File: src/rtl/flag_alu_pkg.sv
package flag_alu_pkg;
  typedef enum logic [1:0] {
    K_ADD = 2'd0,
    K_SUB = 2'd1,
    K_AND = 2'd2,
    K_XOR = 2'd3
  } alu_kind_e;

  typedef struct packed {
    logic n;
    logic z;
    logic c;
    logic v;
  } cond_t;

  localparam int unsigned OP_W = 3;
endpackage

File: src/rtl/alu_rst_sync.sv
module alu_rst_sync #(
  parameter int unsigned STAGES = 2
) (
  input  logic clk,
  input  logic rst_n_async,
  output logic rst_n_sync
);
  logic [STAGES-1:0] chain_q;

  always_ff @(posedge clk or negedge rst_n_async) begin
    if (!rst_n_async) chain_q <= '0;
    else              chain_q <= {chain_q[STAGES-2:0], 1'b1};
  end

  assign rst_n_sync = chain_q[STAGES-1];
endmodule

File: src/rtl/alu_core.sv
module alu_core
  import flag_alu_pkg::*;
#(
  parameter int unsigned WIDTH = 32
) (
  input  logic [1:0]       kind,
  input  logic [WIDTH-1:0] a,
  input  logic [WIDTH-1:0] b,
  output logic [WIDTH-1:0] res,
  output logic             is_logic,
  output cond_t            cond
);
  localparam int unsigned MSB = WIDTH - 1;

  alu_kind_e       k;
  logic            sub;
  logic [WIDTH-1:0] b_eff;
  logic [WIDTH:0]   sum;

  assign k     = alu_kind_e'(kind);
  assign sub   = (k == K_SUB);
  assign b_eff = sub ? ~b : b;
  assign sum   = {1'b0, a} + {1'b0, b_eff} + {{WIDTH{1'b0}}, sub};

  always_comb begin
    unique case (k)
      K_ADD, K_SUB: res = sum[MSB:0];
      K_AND:        res = a & b;
      default:      res = a ^ b;
    endcase
  end

  assign is_logic = kind[1];
  assign cond.n   = res[MSB];
  assign cond.z   = ~|res;
  assign cond.c   = sum[WIDTH];
  assign cond.v   = (a[MSB] == b_eff[MSB]) && (sum[MSB] != a[MSB]);
endmodule

File: src/rtl/alu_flag_reg.sv
module alu_flag_reg
  import flag_alu_pkg::*;
(
  input  logic  clk,
  input  logic  rst_n,
  input  logic  upd_en,
  input  logic  keep_cv,
  input  cond_t cond_in,
  output cond_t cond_q
);
  cond_t cond_d;

  always_comb begin
    cond_d = cond_q;
    if (upd_en) begin
      cond_d.n = cond_in.n;
      cond_d.z = cond_in.z;
      if (!keep_cv) begin
        cond_d.c = cond_in.c;
        cond_d.v = cond_in.v;
      end
    end
  end

  always_ff @(posedge clk or negedge rst_n) begin
    if (!rst_n) cond_q <= '0;
    else        cond_q <= cond_d;
  end
endmodule

File: src/rtl/flag_alu.sv
module flag_alu
  import flag_alu_pkg::*;
#(
  parameter int unsigned WIDTH = 32
) (
  input  logic             clk,
  input  logic             rst_n,
  input  logic [OP_W-1:0]  op_i,
  input  logic [WIDTH-1:0] opa_i,
  input  logic [WIDTH-1:0] opb_i,
  input  logic             set_flags_i,
  input  logic             valid_i,
  output logic [WIDTH-1:0] result_o,
  output logic             result_we_o,
  output logic [3:0]       flags_o
);
  logic  rst_n_int;
  logic  is_cmp;
  logic  upd;
  logic  logic_op;
  cond_t cond_new;
  cond_t cond_q;

  alu_rst_sync #(.STAGES(2)) u_rst (
    .clk         (clk),
    .rst_n_async (rst_n),
    .rst_n_sync  (rst_n_int)
  );

  alu_core #(.WIDTH(WIDTH)) u_core (
    .kind     (op_i[1:0]),
    .a        (opa_i),
    .b        (opb_i),
    .res      (result_o),
    .is_logic (logic_op),
    .cond     (cond_new)
  );

  assign is_cmp      = op_i[2];
  assign upd         = valid_i & (is_cmp | set_flags_i);
  assign result_we_o = valid_i & ~is_cmp;

  alu_flag_reg u_flags (
    .clk     (clk),
    .rst_n   (rst_n_int),
    .upd_en  (upd),
    .keep_cv (logic_op),
    .cond_in (cond_new),
    .cond_q  (cond_q)
  );

  assign flags_o = cond_q;
endmodule

File: config.mk
export PLATFORM = sky130hd
export DESIGN_NAME = flag_alu
export DESIGN_NICKNAME = d
export VERILOG_FILES = /design/src/rtl/flag_alu_pkg.sv /design/src/rtl/alu_rst_sync.sv /design/src/rtl/alu_core.sv /design/src/rtl/alu_flag_reg.sv /design/src/rtl/flag_alu.sv
export SDC_FILE = /design/constraint.sdc
export NUM_CORES = 1
export LEC_CHECK = 0
export BUFFER_PORTS_ARGS = -buffer_cell sky130_fd_sc_hd__buf_2
export CAP_MARGIN = 5
export CORE_MARGIN = 2
export CORE_UTILIZATION = 59
export CTS_CLUSTER_SIZE = 28
export DETAILED_ROUTE_END_ITERATION = 8
export GPL_TIMING_DRIVEN = 0
export PLACE_DENSITY = 0.92
export SLEW_MARGIN = 40
export SYNTH_ARGS = -nofsm -noshare
export SYNTH_HDL_FRONTEND = slang
export SYNTH_HIERARCHICAL = 1
export SYNTH_SLANG_ARGS = --single-unit
File: constraint.sdc
create_clock -name clk -period 12.6 [get_ports clk]
set_input_delay 1.89 -clock clk [delete_from_list [all_inputs] [get_ports clk]]
set_output_delay 1.89 -clock clk [all_outputs]
set_load 0.005 [all_outputs]
=== Word-level counts from Yosys, hierarchy flattened ===
Cells that the tools add are included.

* Output and inout port bits: 37
* Input bits: 71
* Flip-flop bits (word level): 6
* Word-level logic and storage cells: 27

* Equality and inequality tests: 4
* Reduce and logical (&&, ||, !) cells: 6
* Bitwise logic cells: 8
* Multiplexer cells: 2
* $add $sub $neg: 2

{| class="wikitable"
|+ Operator list
! kind !! count
|-
| one-hot mux 32 bit (2 select lines) || 1
|-
| adder 32 x 32 -> 33 bit || 1
|-
| adder 33 x 1 -> 33 bit || 1
|-
| AND 32 bit || 1
|-
| two-way mux 32 bit || 1
|-
| NOT 32 bit || 1
|-
| OR reduction 32 bit || 1
|-
| bitwise XOR 32 bit || 1
|-
| AND 1 bit || 2
|-
| == test 2 x 1 -> 1 bit, second input constant || 1
|-
| == test 2 bit, second input constant || 1
|-
| logical NOT 2 bit || 1
|-
| NOT 1 bit || 2
|-
| AND reduction 2 bit || 1
|-
| OR reduction 2 bit || 1
|-
| == test 1 bit || 1
|-
| logical AND 1 bit || 1
|-
| logical NOT 1 bit || 1
|-
| inequality test 1 bit || 1
|-
| OR 1 bit || 1
|}

=== Depth between registers and ports, before layout ===
Gate-level depths: netlist (run 1).

* Depth in word-level cells: 7
* Depth in mapped cells: 21
* Gate-level depth less buffers: 16

=== By module ===
Netlist (run 1), hierarchy kept.

{| class="wikitable"
|+ By module, submodules not included
! module !! instances !! area an instance (um2) !! sequential area each (um2) !! cells an instance
|-
| alu_core || 1 || 3664.8 || 0.0 || 499
|-
| alu_flag_reg || 1 || 166.4 || 100.1 || 9
|-
| alu_rst_sync || 1 || 53.8 || 50.0 || 3
|-
| flag_alu || 1 || 13.8 || 0.0 || 2
|}

=== Worst setup path before layout (run 1) ===
No wires, ideal clock.

* Path kind: input-to-output
* Start: in op_i[0]
* End: out result_o[30]
* Required time: 10710 ps
* Cell stages on the path: 18
* Data arrival time: 6033 ps
* Path buffers: 6
* Path slack: 4677 ps
* Cell sequence: buf_6 buf_2 buf_1 clkbuf_1 buf_1 nand2_1 buf_1 xnor2_1 ha_1 nand2_1 o32ai_1 nor2_1 a21oi_1 nor2b_1 nand3b_1 a31oi_1 xor2_1 o21ai_0

* Word-level cells in the longest chain between the ends: 5
* Elaborated cells between the ends (all ways): 8
* Classes of those cells: add/sub: 2; eq/ne: 2; mux: 2; reduce/logical: 2

{| class="wikitable"
|+ Ends and longest elaborated chain
! element !! line !! source
|-
| start, declared || flag_alu.sv:8 || <nowiki>input logic [OP_W-1:0] op_i,</nowiki>
|-
| == test 2 x 1 -> 1 bit || alu_core.sv:21, alu_core.sv:26 ||
|-
| two-way mux 32 bit || alu_core.sv:22 || <nowiki>assign b_eff = sub ? ~b : b;</nowiki>
|-
| adder 32 x 32 -> 33 bit || alu_core.sv:23 || <nowiki>assign sum = {1'b0, a} + {1'b0, b_eff} + {{WIDTH{1'b0}}, sub};</nowiki>
|-
| adder 33 x 1 -> 33 bit || alu_core.sv:23 ||
|-
| one-hot mux 32 bit (2 select lines) * || alu_core.sv:26 || <nowiki>unique case (k)</nowiki>
|-
| end, declared || flag_alu.sv:13 || <nowiki>output logic [WIDTH-1:0] result_o,</nowiki>
|}

Every way passes the cells marked *; elsewhere a longest branch is shown, timed or not.

=== Final worst setup path (run 1) ===
Ends and elaborated chain as after synthesis.

==> results of run 1 <==
## power breakdown
group | leakage [nW] | internal, mW | switching (mW) | total, mW
registers | 0.0741 | 0.0225 | 0.00173 | 0.0243
logic | 2.09 | 0.123 | 0.162 | 0.284
clock network | 0.0216 | 0.0204 | 0.00679 | 0.0272
total | 2.19 | 0.166 | 0.170 | 0.336
## cells by family (layout without fill, tap and decap cells)
group,after synthesis,count (layout),synth area share
compound gates,167,167,0.286
simple gates,151,151,0.204
fa+ha+maj,72,72,0.233
xor+xnor,49,49,0.110
buf+inv,36,144,0.0414
mux,31,31,0.0854
flops,6,6,0.0385
other cells,1,1,0.000962
## path summary, 6_finish.rpt
path                                         from                 to  slack, ns  cells after the start
worst max register to register  u_flags/cond_q[0]  u_flags/cond_q[0]      11.84                      1
min in group clk                 u_rst/chain_q[0]   u_rst/chain_q[1]       0.35                      0
worst min register to register   u_rst/chain_q[1]  u_flags/cond_q[2]       0.06                      0
max in group asynchronous                   rst_n   u_rst/chain_q[1]      11.05                      1
worst max-delay path                      op_i[0]       result_o[30]       2.92                     19
worst min-delay path             u_rst/chain_q[1]  u_flags/cond_q[2]       0.06                      0
## cells in the mapped netlist (7+ instances only)
library cell   n  area [µm²]
a211oi_1       7        52.6
a21o_1        18         135
a21oi_1       46         230
buf_1          7        26.3
clkbuf_1       9        33.8
ha_1          71         888
inv_1         10        37.5
mux2_2        10         113
mux2i_1       19         190
nand2_1       36         135
nand2b_1      11        68.8
nand3_1        9        45.0
nor2_1        42         158
nor2b_1        9        56.3
o211ai_1      14         105
o21ai_0       28         140
xnor2_1       40         350
xor2_1         9        78.8
## cell usage in the layout (no fill, tap or decap), types with 4 or more instances in the layout
master / synthesis / layout
a211o_1: 4 / 4
a211oi_1: 7 / 7
a21o_1: 18 / 18
a21oi_1: 46 / 46
a31oi_1: 6 / 6
and2_1: 5 / 5
buf_1: 7 / 5
buf_2: 6 / 111
clkbuf_1: 9 / 9
dfrtp_1: 6 / 6
ha_1: 71 / 71
inv_1: 10 / 10
mux2_2: 10 / 10
mux2i_1: 19 / 19
nand2_1: 36 / 36
nand2b_1: 11 / 11
nand3_1: 9 / 9
nand4_1: 6 / 6
nor2_1: 42 / 42
nor2b_1: 9 / 9
nor3_1: 6 / 6
o211ai_1: 14 / 14
o21ai_0: 28 / 28
o21bai_1: 6 / 6
o31ai_1: 4 / 4
o32ai_1: 4 / 4
xnor2_1: 40 / 40
xor2_1: 9 / 9
## stage by stage
stage | std cells | worst slack [ns] | area [µm²] | util | total power [mW]
finish | 698 | 2.92 | 4560 | 0.715 | 0.336
global placement | 695 | 3.16 | 4520 | 0.708 | 0.294
CTS | 698 | 3.09 | 4560 | 0.714 | 0.332
detailed placement | 695 | 3.12 | 4520 | 0.708 | 0.302
global route | 698 | 2.62 | 4560 | 0.715 | 0.367
floorplan | 513 | 4.68 | 3900 | - | 0.218
## registers in the layout, indices dropped and copies added (netlist names)
name            cells
u_rst/chain_q       2
u_flags/cond_q      4
## routing by layer
layer / global-route usage / routed length (µm) / share of wire
met3: 0.0253 / 962 / 0.084
met2: 0.504 / 5260 / 0.46
met1: 0.412 / 4890 / 0.43
met4: 0.118 / 336 / 0.029
met5: 0 / 0 / 0
## worst max-delay path, delay by kind of cell
family,cells,cell delay [ns]
buffers and inverters,7,2.60
adder cells (fa/ha/maj),1,0.42
AND/OR/NAND/NOR,5,1.19
XOR/XNOR,2,0.40
AO/OA/AOI/OAI,4,1.29
## final cells by class
type                            instances  area (µm²)  area share
Sequential cell                         6         150      0.0329
Buffer                                 26         126      0.0277
Multi-Input combinational cell        471        3590       0.786
Clock buffer                            3        41.3     0.00905
Tap cell                               77        96.3      0.0211
Inverter                               10        37.5     0.00822
Timing Repair Buffer                  105         526       0.115
==> impl_metrics.toml, run 1 <==
[status]
status = "finished clean"

[sta]
worst_clock_skew_ns = 0.000323
rsz0062_at_grt = "false"
worst_slew_pin_slew_ns = 0.819
fin_tns_setup_ns = 0
final.min_clock_period_ns = 9.68
fmaxAchievable_ghz = 0.103
setup_viol = 0
hold_viol = 0
drv_slew = 0
max_slew_margin = 0.454
period_share = 0.768
hold_slack_ns = 0.0588

[floorplanning]
initial_core_util = 0.611
rows = 29
die-area_um2 = 7270
die_h_um = 85.3
io_pins = 108
core_region_area_um2 = 6390
die_w_um = 85.3

[power]
ir_worst_vdd_uv = 71.4
leakagePower_nw = 2.19
powerDensity_nw_per_um2 = 73.6

[synth]
synth_area_um2 = 3900
yosysSeqAreaShare = 0.0385
avgSynthCellArea_um2 = 7.60
synthCells = 513
synth_flop_cell = "dfrtp_1"
synthDistinctLibCells = 71
synth-edff-count = 0
syn-num-nets = 656
ys.warnings.count = 6
synthArstFlopShare = 1.00
ys_ff_latch = 6

[finish]
area_delta_synth_final_pct = 17.1
fill_cells = 539
fin_nets = 766
drive_above_1_share = 0.230
diodes = 0

[global_routing]
grt_max_degree = 11
antenna_found_initial = 0
grt_pass1_wl_um = 18600
grt_pass1_vias = 4165
grt_util_all_layers = 0.306
overflow = 0

[setup_path]
crit_path_end_kind = "output pin"
crit_type = "in -> out"
worstPathArrival_ns = 7.79
start_kind = "input pin"
required_ns = 10.71
crit_fanout = 10
max_stage_delay_ns = 0.55
cpMaxStageDelayCell = "clkbuf_1"
cp_common_cell = "buf_1"
cp_cell_sequence = "buf_6 -> buf_2 -> buf_1 -> clkbuf_1 -> buf_1 -> nand2_1 -> buf_1 -> xnor2_1 -> ha_1 -> nand3b_1 -> a211oi_1 -> nor2_1 -> a21oi_1 -> nor2b_1 -> nand3b_1 -> a31oi_1 -> xor2_1 -> o21ai_0 -> buf_2"

[drt]
drcViolationCount = 0
drtIter0Drc = 328
wl_per_cell_um = 16.4
dr.pass1.iters = 6
vias = 4505
routed_wl_um = 11400
viasPerCell = 6.45
drtAntennaViolNets = 0

[hold_path]
hold_path.class = "reg -> async"

[clock_tree]
cts_made_buffers = 3
path_clk_slew_ns = 0.03
ctsResizeCount = 0
htree_levels = 1
cts_hold_buffers = 0
cts_num_sinks = 6
cts_setup_buffers = 0
clkLatencyLatePin_ns = 0.21
cts-root-buf = "clkbuf_8"
cts_tree = "done"
clockBufferDepth = 2

[place]
dpl.hpwl_um = 9550
place_congestion = 0.970
io_buffers = 105

[run]
maxCapViolations = 0
Power figures use the tool's default switching activity.
==> inputs of run 2 (changes only) <==
CORE_UTILIZATION = 50   (was 59)
PLACE_DENSITY = 0.83   (was 0.92)
clock period = 8.7 ns   (was 12.6 ns; I/O delays follow)
==> run 2 against run 1 <==
Combinational power up 44%. Power up 44%. First-iteration DRC count down 34%. Design area up 0.60%. Clock-buffer cell count unchanged. Sequential power up 45%. Critical path depth up 1. Flip-flop and latch count unchanged. Clock power up 49%. Worst hold slack about the same. Largest cell class unchanged.
==> impl_metrics.toml, run 2 (synthesized netlist as in run 1, its figures left out) <==
[status]
status = "finished clean"

[drt]
dr.pass1.iters = 4
drtIter0Drc = 217
drtAntennaViolNets = 0
drcViolationCount = 0
viasPerCell = 6.01
vias = 4338
routed_wl_um = 11700
wl_per_cell_um = 16.1

[sta]
fin_tns_setup_ns = 0
max_slew_margin = 0.415
worst_clock_skew_ns = 0.00194
setup_viol = 0
worst_slew_pin_slew_ns = 0.877
final.min_clock_period_ns = 7.98
period_share = 0.917
rsz0062_at_grt = "false"
hold_viol = 0
fmaxAchievable_ghz = 0.125
drv_slew = 0

[setup_path]
cp_cell_sequence = "buf_6 -> buf_2 -> clkbuf_1 -> buf_1 -> nand2_1 -> buf_1 -> xnor2_1 -> ha_1 -> clkbuf_1 -> a21oi_1 -> o211ai_1 -> a21oi_1 -> o32ai_1 -> a21oi_1 -> a21oi_1 -> xor2_1 -> nor2_1 -> a21oi_1 -> buf_4 -> buf_2"
r2r_setup_slack_ns = 7.94
worst_r2r_path_depth = 1
r2r_end = "u_flags/cond_q[1]"
crit_fanout = 19
cp_top_family = "buffers and inverters"
max_stage_delay_ns = 0.57
required_ns = 7.39
cpMaxStageDelayCell = "clkbuf_1"
cp_common_cell = "a21oi_1"
startpoint = "op_i[0]"
start_kind = "input pin"
critPathBufInv = 8
crit_path_end_kind = "output pin"
crit_type = "in -> out"
worstPathArrival_ns = 6.67
reg2reg_from = "u_flags/cond_q[1]"

[global_routing]
overflow = 0
antenna_found_initial = 0
grt_pass1_vias = 4100
grt_max_degree = 11
grt_util_all_layers = 0.265
grt_pass1_wl_um = 18700

[clock_tree]
path_clk_slew_ns = 0.03
clkLatencyLatePin_ns = 0.22
cts_hold_buffers = 0
cts-root-buf = "clkbuf_8"
cts_num_sinks = 6
htree_levels = 1
clockBufferDepth = 2
cts_tree = "done"
cts_made_buffers = 3

[finish]
drive_above_1_share = 0.231
largest_reg_flops = 4
area_delta_synth_final_pct = 17.8
final_common_cell = "buf_2"
fill_cells = 748
fin_nets = 765
final_cell_mix = "112 x buf_2, 71 x ha_1, 46 x a21oi_1, 42 x nor2_1, 40 x xnor2_1"
diodes = 0
largest_register = "u_flags/cond_q"
reg.largest.list = "u_flags/cond_q: 4 flops, u_rst/chain_q: 2 flops"

[power]
p_total_mw = 0.485
powerDensity_nw_per_um2 = 106
ir_worst_vdd_uv = 47.1
leakagePower_nw = 2.19

[floorplanning]
die-area_um2 = 8520
rows = 32
die_h_um = 92.3
die_w_um = 92.3
io_pins = 108
core_region_area_um2 = 7650
initial_core_util = 0.510

[place]
io_buffers = 105
place_congestion = 0.893
dpl.hpwl_um = 9720

[run]
maxCapViolations = 0

[hold_path]
hold_path.class = "reg -> async"
## run 2: area by class of cell
cell class / instances / area [µm²] / area share
multi-input cells: 471 / 3590 / 0.781
repair buffers: 105 / 526 / 0.114
flip-flops and latches: 6 / 150 / 0.0327
well taps: 102 / 128 / 0.0278
plain buffers: 25 / 123 / 0.0267
clock buffers: 3 / 41.3 / 0.00899
inverters: 10 / 37.5 / 0.00817
## run 2: how the worst max path moves through the flow
stage,slack (ns),depth (start not counted),to
6_report,0.72,20,result_o[31]
5_1_grt,0.25,20,result_o[31]
4_1_cts,0.33,19,result_o[30]
3_5_place_dp,0.34,19,result_o[30]
3_3_place_gp,0.37,19,result_o[30]
2_1_floorplan,1.95,18,result_o[30]
## run 2: repair_timing
item                                    in CTS  in global routing
endpoints found under the setup margin       0                  2
buffers inserted                             0                  0
gates resized for setup                      0                  0
## run 2: power breakdown
part,total [mW],leakage [nW],internal [mW],switching (mW)
Sequential,0.0352,0.0741,0.0326,0.00256
Clock,0.0404,0.0216,0.0296,0.0108
Combinational,0.409,2.09,0.178,0.231
Total,0.485,2.19,0.240,0.245
## run 2: layer usage
metal,part of all wire,global-route usage
met5,0,0
met4,0.021,0.0672
met3,0.052,0.0138
met2,0.46,0.459
met1,0.46,0.358
## run 2: metrics by stage
| stage | std cells | hold slack, ns | util | cell area [µm²] | setup slack, ns |
|---|---|---|---|---|---|
| 6_report | 722 | 0.0592 | 0.600 | 4590 | 0.723 |
| 3_5_place_dp | 720 | 0.0571 | 0.595 | 4550 | 0.337 |
| 3_3_place_gp | 720 | 0.0549 | 0.595 | 4550 | 0.371 |
| 2_1_floorplan | 513 | 0.0403 | - | 3900 | 1.95 |
| 4_1_cts | 723 | 0.0629 | 0.601 | 4590 | 0.333 |
| 5_1_grt | 722 | 0.0778 | 0.600 | 4590 | 0.253 |
==> inputs of run 3 (changes only) <==
CORE_UTILIZATION = 40   (was 50)
GPL_TIMING_DRIVEN = not set   (was 0)
PLACE_DENSITY = 0.69   (was 0.83)
RECOVER_POWER = 100   (was not set)
==> run 3 against run 2 <==
Power down 2.1%. Clock power up 3%. Design area down 2.3%. Worst hold slack better by 0.0029 ns. Die area up 24%. Global-route usage down 5.8 points. Core utilization down 13 points.
==> impl_metrics.toml, run 3 (synthesized netlist as in run 1, its figures left out) <==
[setup_path]
crit_type = "in -> out"
critPathBufInv = 4
worstPathArrival_ns = 5.94
worst_r2r_path_depth = 1
cpMaxStageDelayCell = "nand2_1"
crit_path_end_kind = "output pin"
r2r_end = "u_flags/cond_q[1]"
r2r_setup_slack_ns = 7.91
cp_common_cell = "clkbuf_1"
cp_top_family = "simple AND/OR/NAND/NOR gates"
required_ns = 7.39
reg2reg_from = "u_flags/cond_q[1]"
crit_fanout = 21
cp_cell_sequence = "clkbuf_1 -> inv_1 -> nand2_1 -> buf_4 -> xnor2_1 -> ha_1 -> nand4_1 -> a211oi_1 -> nor2_1 -> a21oi_1 -> nor2b_1 -> nand3b_1 -> a31oi_1 -> xor2_1 -> o21ai_0 -> clkbuf_1"
max_stage_delay_ns = 0.71
start_kind = "input pin"

[clock_tree]
clkLatencyLatePin_ns = 0.22
cts_tree = "done"
cts_made_buffers = 3
path_clk_slew_ns = 0.03
htree_levels = 1
cts_hold_buffers = 0
cts_setup_buffers = 0
clockBufferDepth = 2
ctsResizeCount = 0
cts-root-buf = "clkbuf_8"
cts_num_sinks = 6

[drt]
viasPerCell = 5.67
drcViolationCount = 0
wl_per_cell_um = 15.5
dr.pass1.iters = 4
routed_wl_um = 11300
drtIter0Drc = 197
vias = 4147
drtAntennaViolNets = 0

[sta]
hold_slack_ns = 0.0621
worst_clock_skew_ns = 0.000145
setup_viol = 0
max_slew_margin = 0.468
worst_slew_pin_slew_ns = 0.798
period_share = 0.833
final.min_clock_period_ns = 7.25
fmaxAchievable_ghz = 0.138
hold_viol = 0
rsz0062_at_grt = "false"
fin_tns_setup_ns = 0
drv_slew = 0

[hold_path]
hold_path.class = "reg -> async"

[floorplanning]
core_region_area_um2 = 9590
die_w_um = 103
die-area_um2 = 10600
die_h_um = 103
initial_core_util = 0.406
rows = 36
io_pins = 108

[global_routing]
grt_max_degree = 64
grt_pass1_vias = 3827
grt_util_all_layers = 0.207
grt_pass1_wl_um = 18100
overflow = 0
antenna_found_initial = 0

[finish]
largest_reg_flops = 4
final_common_cell = "buf_2"
stdcell_area_um2 = 4490
largest_register = "u_flags/cond_q"
fin_nets = 744
reg.largest.list = "u_flags/cond_q: 4 flops, u_rst/chain_q: 2 flops"
diodes = 0
final_cells = 732
final_cell_mix = "77 x buf_2, 71 x ha_1, 47 x a21oi_1, 42 x nor2_1, 40 x xnor2_1"
area_delta_synth_final_pct = 15.1
drive_above_1_share = 0.172

[power]
leakagePower_nw = 2.05
ir_worst_vdd_uv = 43.5
powerDensity_nw_per_um2 = 106

[place]
place_congestion = 0.964
io_buffers = 107
place_inst = 729
place_area_um2 = 4500
dpl.hpwl_um = 9310

[run]
maxCapViolations = 0

[status]
status = "finished clean"
==> run 3: cell types whose count changed in the layout (fill, tap and decap cells not counted), moves of 2 or more <==
cell,before,now
and2_0,0,2
and2_1,5,3
clkbuf_1,9,29
buf_1,4,0
buf_2,112,77
==> run 3: routing by layer <==
metal	GRT usage	up-vias	wire length [µm]
li1	-	2109	-
met1	0.295	1896	5280
met2	0.348	133	5220
met3	0.0149	9	723
met4	0.0308	0	97
met5	0	-	0
==> run 3: cell type report <==
cell class                 instances  area, µm²
multi-input combinational        471       3570
timing repair buffer             109        517
tap                              133        166
clock buffer                       3       41.3
sequential                         6        150
fill                            1018       5110
inverter                          10       37.5
==> run 3: worst max-delay path by stage <==
stage                    to    start  slack, ns  cells past startpoint
2_1_floorplan  result_o[30]  op_i[0]       1.95                     18
3_3_place_gp   result_o[30]  op_i[0]       1.77                     15
3_5_place_dp   result_o[30]  op_i[1]       1.71                     16
4_1_cts        result_o[30]  op_i[1]       1.69                     16
5_1_grt        result_o[30]  op_i[1]       1.08                     16
6_report       result_o[30]  op_i[1]       1.45                     16
==> run 3: power breakdown <==
group / switching, mW / internal (mW) / leakage [nW]
Clock: 0.0120 / 0.0297 / 0.0216
Sequential: 0.00275 / 0.0326 / 0.0741
Combinational: 0.230 / 0.167 / 1.95
==> run 3: metrics by stage <==
stage	power [mW]	setup WS, ns	utilization
final	0.474	1.45	0.468
after global routing	0.524	1.08	0.468
after CTS	0.481	1.69	0.473
after detailed placement	0.436	1.71	0.469
after global placement	0.431	1.77	0.468
after floorplan	0.315	1.95	-
